[config.mk]
export PLATFORM = sky130hd
export DESIGN_NAME = pp_steer
export DESIGN_NICKNAME = d
export VERILOG_FILES = /design/src/rtl/pp_steer_pkg.sv /design/src/rtl/pp_steer_sync.sv /design/src/rtl/pp_steer_dp.sv /design/src/rtl/pp_steer_ctrl.sv /design/src/rtl/pp_steer.sv
export SDC_FILE = /design/constraint.sdc
export NUM_CORES = 1
export LEC_CHECK = 0
export ABC_AREA = 1
export BUFFER_PORTS_ARGS = -buffer_cell sky130_fd_sc_hd__buf_2
export CAP_MARGIN = 20
export CORE_MARGIN = 5
export CORE_UTILIZATION = 55
export DETAILED_ROUTE_END_ITERATION = 6
export PLACE_DENSITY = 0.76
export SLEW_MARGIN = 20
export SYNTH_ARGS = -nofsm -noshare
export SYNTH_HDL_FRONTEND = slang
export SYNTH_HIERARCHICAL = 1
export SYNTH_SLANG_ARGS = --single-unit
[constraint.sdc]
create_clock -name clk -period 1.9 [get_ports clk]
set_input_delay 0.19 -clock clk [delete_from_list [all_inputs] [get_ports clk]]
set_output_delay 0.19 -clock clk [all_outputs]
set_load 0.03 [all_outputs]
[src/rtl/pp_steer_pkg.sv]
package pp_steer_pkg;

  // Events seen by the control, all in the system clock domain
  typedef struct packed {
    logic rise;
    logic fall;
    logic trip;
    logic lim;
    logic deadBusy;
  } edgeInfo_t;

  // Strobes from the control to the datapath
  typedef struct packed {
    logic startA;
    logic startB;
    logic stop;
    logic setFlag;
    logic clrFlag;
    logic clear;
  } strobe_t;

  typedef enum logic [1:0] {
    ST_IDLE,
    ST_WAIT,
    ST_ON,
    ST_DONE
  } pulseState_t;

endpackage

[src/rtl/pp_steer_sync.sv]
module pp_steer_sync #(
  parameter int WIDTH  = 3,
  parameter int STAGES = 2
) (
  input  logic             clk,
  input  logic             rstN,
  input  logic [WIDTH-1:0] din,
  output logic [WIDTH-1:0] dout
);

  for (genvar b = 0; b < WIDTH; b++) begin : g_bit
    logic [STAGES-1:0] shiftQ;
    always_ff @(posedge clk or negedge rstN) begin
      if (!rstN) shiftQ <= '0;
      else       shiftQ <= {shiftQ[STAGES-2:0], din[b]};
    end
    assign dout[b] = shiftQ[STAGES-1];
  end

endmodule

[src/rtl/pp_steer_dp.sv]
module pp_steer_dp
  import pp_steer_pkg::*;
#(
  parameter int SYNC_STAGES = 2,
  parameter int DEAD_CYCLES = 2
) (
  input  logic      clk,
  input  logic      rstN,
  input  logic      hostClk,
  input  logic      pwmTrip,
  input  logic      curLim,
  input  strobe_t   stb,
  output edgeInfo_t info,
  output logic      drvA,
  output logic      drvB,
  output logic      limFlag,
  output logic      hostRise,
  output logic      tripSync,
  output logic      limSync
);

  localparam int DW = $clog2(DEAD_CYCLES + 2);
  localparam logic [DW-1:0] DEAD_LOAD = DW'(DEAD_CYCLES);

  logic [2:0]    syncOut;
  logic          hostSync;
  logic          hostPrev;
  logic [DW-1:0] deadCnt;

  pp_steer_sync #(.WIDTH(3), .STAGES(SYNC_STAGES)) u_sync (
    .clk  (clk),
    .rstN (rstN),
    .din  ({curLim, pwmTrip, hostClk}),
    .dout (syncOut)
  );

  assign hostSync = syncOut[0];
  assign tripSync = syncOut[1];
  assign limSync  = syncOut[2];

  always_ff @(posedge clk or negedge rstN) begin
    if (!rstN) hostPrev <= 1'b0;
    else       hostPrev <= hostSync;
  end

  assign hostRise = hostSync & ~hostPrev;

  always_comb begin
    info          = '0;
    info.rise     = hostRise;
    info.fall     = ~hostSync & hostPrev;
    info.trip     = tripSync;
    info.lim      = limSync;
    info.deadBusy = (deadCnt != '0);
  end

  // Dead-time counter, loaded whenever a live pulse is stopped
  always_ff @(posedge clk or negedge rstN) begin
    if (!rstN)                deadCnt <= '0;
    else if (stb.clear)       deadCnt <= '0;
    else if (stb.stop)        deadCnt <= DEAD_LOAD;
    else if (deadCnt != '0)   deadCnt <= deadCnt - 1'b1;
  end

  always_ff @(posedge clk or negedge rstN) begin
    if (!rstN) begin
      drvA <= 1'b0;
      drvB <= 1'b0;
    end else if (stb.clear || stb.stop) begin
      drvA <= 1'b0;
      drvB <= 1'b0;
    end else begin
      if (stb.startA) drvA <= 1'b1;
      if (stb.startB) drvB <= 1'b1;
    end
  end

  always_ff @(posedge clk or negedge rstN) begin
    if (!rstN)                         limFlag <= 1'b1;
    else if (stb.clear || stb.setFlag) limFlag <= 1'b1;
    else if (stb.clrFlag)              limFlag <= 1'b0;
  end

endmodule

[src/rtl/pp_steer_ctrl.sv]
module pp_steer_ctrl
  import pp_steer_pkg::*;
(
  input  logic      clk,
  input  logic      rstN,
  input  logic      uvOk,
  input  edgeInfo_t info,
  output strobe_t   stb
);

  pulseState_t state, stateNext;
  logic phase, phaseNext;   // leg for the next accepted period: 0 = A
  logic sel, selNext;       // leg owning the current period

  always_comb begin
    stb       = '0;
    stateNext = state;
    phaseNext = phase;
    selNext   = sel;
    if (!uvOk) begin
      stb.clear = 1'b1;
      stateNext = ST_IDLE;
      phaseNext = 1'b0;
      selNext   = 1'b0;
    end else begin
      if (info.lim)       stb.setFlag = 1'b1;
      else if (info.rise) stb.clrFlag = 1'b1;

      if (info.rise) begin
        selNext   = phase;
        phaseNext = ~phase;
        if (info.trip || info.lim) begin
          stateNext = ST_DONE;
        end else if (info.deadBusy) begin
          stateNext = ST_WAIT;
        end else begin
          stateNext  = ST_ON;
          stb.startA = ~phase;
          stb.startB = phase;
        end
      end else begin
        case (state)
          ST_WAIT: begin
            if (info.fall || info.trip || info.lim) begin
              stateNext = ST_DONE;
            end else if (!info.deadBusy) begin
              stateNext  = ST_ON;
              stb.startA = ~sel;
              stb.startB = sel;
            end
          end
          ST_ON: begin
            if (info.fall || info.trip || info.lim) begin
              stateNext = ST_DONE;
              stb.stop  = 1'b1;
            end
          end
          default: ;
        endcase
      end
    end
  end

  always_ff @(posedge clk or negedge rstN) begin
    if (!rstN) begin
      state <= ST_IDLE;
      phase <= 1'b0;
      sel   <= 1'b0;
    end else begin
      state <= stateNext;
      phase <= phaseNext;
      sel   <= selNext;
    end
  end

endmodule

[src/rtl/pp_steer.sv]
module pp_steer
  import pp_steer_pkg::*;
#(
  parameter int SYNC_STAGES = 2,
  parameter int DEAD_CYCLES = 2
) (
  input  logic clk,
  input  logic rstN,
  input  logic hostClk,
  input  logic pwmTrip,
  input  logic curLim,
  input  logic uvOk,
  output logic drvA,
  output logic drvB,
  output logic limFlag
);

  edgeInfo_t info;
  strobe_t   stb;
  logic      hostRise;
  logic      tripSync;
  logic      limSync;

  pp_steer_ctrl u_ctrl (
    .clk  (clk),
    .rstN (rstN),
    .uvOk (uvOk),
    .info (info),
    .stb  (stb)
  );

  pp_steer_dp #(.SYNC_STAGES(SYNC_STAGES), .DEAD_CYCLES(DEAD_CYCLES)) u_dp (
    .clk      (clk),
    .rstN     (rstN),
    .hostClk  (hostClk),
    .pwmTrip  (pwmTrip),
    .curLim   (curLim),
    .stb      (stb),
    .info     (info),
    .drvA     (drvA),
    .drvB     (drvB),
    .limFlag  (limFlag),
    .hostRise (hostRise),
    .tripSync (tripSync),
    .limSync  (limSync)
  );

endmodule

# Word-level counts from Yosys, hierarchy flattened
# Cells that the tools add are included.
# word_totals
rom_bits,0
output_inout_bits,3
ram_bits,0
register_bits,16
inputBits,6
memories,0
latch_bits,0
wordCells,70
# classes
reduce_logical,10
n_mul,0
addsub,1
bitwise_logic,6
muxes,35
order_cmp,0
n_shift,0
n_div,0
n_eq_ne,7
# op_table
cell,n
two-way mux 2 bit,16
two-way mux 1 bit,17
nonzero test 2 bit,4
logical OR 1 bit,5
two-way mux 5 bit,1
"!= test 5 bit, second input constant",1
"!= test 4 x 1 -> 1 bit, second input constant",1
"!= test 4 x 3 -> 1 bit, second input constant",1
NOT 1 bit,4
case mux 2 bit (2 select lines),1
"!= test 3 x 1 -> 1 bit, second input constant",1
AND reduction 3 bit,1
bitwise AND 1 bit,2
"== test 2 x 1 -> 1 bit, second input constant",1
"== test 2 bit, second input constant",1
"!= test 2 x 1 -> 1 bit, second input constant",1
"subtractor 2 x 1 -> 2 bit, second input constant",1

# Logic depth before layout (Yosys ltp)
# logic_depth
depth_word,10
ltp_mapped,10
mapped_depth_nobuf,10

# Hierarchy
# The synthesis kept the hierarchy.
# modules_own_cells
module,area_each_um2,cells_per_inst,instances
pp_steer_ctrl,349.1,54,1
pp_steer_dp,285.3,34,1
pp_steer_sync,172.7,9,1

# Least setup slack after synthesis
# No wires, ideal clock.
# synth_timing
path_type,reg2reg
from,reg u_dp.u_sync.g_bit[0].shiftQ[1]
to,reg u_dp.drvA
setup_slack_ns,0.600
arrival_time_ns,1.182
stages_incl_launch_ff,8
required_time_ns,1.782
n_path_buf,2
path_cell_list,dfrtp_1 -> buf_4 -> inv_1 -> nor2_1 -> buf_4 -> nor4_1 -> or2_1 -> nor2_1
# synth_rtl
item,line_no,source
start: declaration,pp_steer_sync.sv:12,logic [STAGES-1:0] shiftQ;
start signal: assignment,pp_steer_sync.sv:15,"else shiftQ <= {shiftQ[STAGES-2:0], din[b]};"
end signal: assignment,pp_steer_dp.sv:67,drvA <= 1'b0;
end signal: assignment,pp_steer_dp.sv:70,drvA <= 1'b0;
end signal: assignment,pp_steer_dp.sv:73,if (stb.startA) drvA <= 1'b1;
end: declaration,pp_steer_dp.sv:14,"output logic drvA,"

==> flow_metrics.tcl <==
set metrics [dict create \
    status "finished, final reports clean" \
    drive_gt1_frac 0.190 \
    clk_latency_ns 0.28 \
    nNetsFinal 115 \
    max_slew_margin 0.706 \
    power_density_nw_per_um2 964 \
    cap_violations 0 \
    cp.arrival_ns 1.68 \
    ios 9 \
    cts_buffer_depth 2 \
    die_h_um 47.9 \
    final_antenna_net_count 0 \
    grt_pass1_wl_mm 2.28 \
    n_fill_cell 118 \
    cp.required_ns 2.12 \
    first_pass_iters 4 \
    area_delta_synth_final_pct 10.7 \
    drtIter0Drc 15 \
    cts_tree "yes" \
    rows 13 \
    seq_area_um2 402 \
    die_area_um2 2300 \
    die_w_um 47.9 \
    hold_viol 0 \
    initial_core_util 0.594 \
    fin_crit_ns 1.47 \
    cp_max_fo 5 \
    worstHoldStart "pwmTrip" \
    ys.warnings.count 6 \
    wirelength_mm 1.34 \
    ctsResizeCount 0 \
    h-tree-depth 1 \
    max_freq_ghz 0.682 \
    tns_ns 0 \
    r2r_slack_ns 0.43 \
    clk_pin_slew_ns 0.09 \
    synth.avg_cell_area_um2 8.34 \
    final_area_um2 877 \
    syn-cell-area_um2 792 \
    post-dp-hpwl_mm 1.02 \
    wl_per_cell_um 11.2 \
    total_power_w 0.000845 \
    maxSlewViolCount 0 \
    fin_crit_sh 0.772 \
    num_vias 586 \
    grt_use_total 0.145 \
    remaining_drc_errors 0 \
    grt_max_degree 17 \
    reg2reg_from "u_dp/u_sync/g_bit[0].shiftQ[1]" \
    start_kind "flop" \
    crit_start "u_dp/u_sync/g_bit[0].shiftQ[1]" \
    io_buffers 8 \
    grt_antenna_before_repair 0 \
    leakage_nw 0.476 \
    clockRootBuffer "clkbuf_4" \
    dpl-instance-area_um2 821 \
    numCtsBuffers 3 \
    antennaDiodeCount 0 \
    core-area_um2 1330 \
    overflow 0 \
    final-setup-viol-count 0 \
    post_cts_buffers 0 \
    routed_via_density 4.88 \
    netlist_instances 95 \
    rsz0062_at_grt "no" \
    final.setup_skew_ns 0.00412 \
    multi_input_area_um2 289 \
    crit_type "flop to flop" \
    grt_pass1_vias 564 \
    cts_sinks 16 \
    worst_pin_slew_ns 0.440 \
    hold_class "primary input to flop" \
    max-vdd-ir-drop_mv 0.577 \
    crit_path_end_kind "flop" \
    synth_nets 104 \
    finalWeightedCongestion 0.856 \
]
-- registers in the layout, summed over array words and instances, names as in the netlist --
| signal | cells |
|---|---|
| u_dp/u_sync/g_bit.shiftQ | 6 |
| u_dp/limFlag | 1 |
| u_ctrl/sel | 1 |
| u_dp/drvA | 1 |
| u_dp/hostPrev | 1 |
| u_ctrl/state | 2 |
| u_dp/drvB | 1 |
| u_ctrl/phase | 1 |
| u_dp/deadCnt | 2 |
-- power breakdown --
| group | total, W | internal (W) | switching, W |
|---|---|---|---|
| registers | 0.000403 | 0.000378 | 0.0000259 |
| clock network | 0.000219 | 0.000116 | 0.000103 |
| logic | 0.000223 | 0.0000829 | 0.000140 |
| total | 0.000845 | 0.000577 | 0.000268 |
-- critical path, cell delays in order, from the launching register on --
cell,delay (ns)
dfrtp_1,0.39
inv_1,0.05
nor2_1,0.34
nand3_1,0.23
o22ai_1,0.22
nor2_1,0.07
nor2_1,0.11
-- cell usage in the layout (no fill, tap or decap) --
cell type      count
nand2_1           22
inv_1             18
dfrtp_1           15
nor2_1            13
buf_2              8
nand3_1            6
clkbuf_4           3
ha_1               3
dlygate4sd3_1      2
o21ai_0            2
clkbuf_8           1
inv_2              1
nor3_1             1
nor2_2             1
o22ai_1            1
or2_4              1
o22ai_2            1
nor4_1             1
nor2_4             1
o21ai_2            1
or2_1              1
a21oi_2            1
dfstp_2            1
-- through the flow --
| stage | instances | util | worst slack (ns) | hold WS (ns) |
|---|---|---|---|---|
| 6_report | 120 | 0.658 | 0.433 | 0.0110 |
| 3_3_place_gp | 114 | 0.615 | 0.504 | 0.115 |
| 5_1_grt | 120 | 0.658 | 0.256 | 0.000771 |
| 2_1_floorplan | 95 | - | 0.600 | -0.106 |
| 3_5_place_dp | 114 | 0.615 | 0.440 | 0.114 |
| 4_1_cts | 119 | 0.650 | 0.430 | 0.00363 |
-- path summary, 6_finish.rpt --
kind	endpoint	depth (start not counted)
max reg2reg	u_dp/drvB	6
max	u_dp/drvB	6
min	u_dp/u_sync/g_bit[1].shiftQ[0]	1
min reg2reg	u_dp/u_sync/g_bit[2].shiftQ[1]	0
min in group asynchronous	u_ctrl/phase	2
max in group asynchronous	u_dp/limFlag	2
-- timing repair --
action / CTS / global route
endpoints found under the hold margin: 15 / 1
endpoints found under the setup margin: 0 / 0
hold buffers: 1 / 1
-- layer usage --
layer / part of all wire / GRT usage
met5: 0 / 0
met4: 0.0060 / 0.0484
met3: 0.029 / 0.0338
met2: 0.49 / 0.248
met1: 0.48 / 0.177
-- area by class of cell --
type,count,area share
Sequential cell,16,0.458
Multi-Input combinational cell,56,0.330
Inverter,19,0.0813
Timing Repair Buffer,10,0.0685
Clock buffer,4,0.0414
Tap cell,15,0.0214
Note: power is estimated with default switching activity, not from simulation.
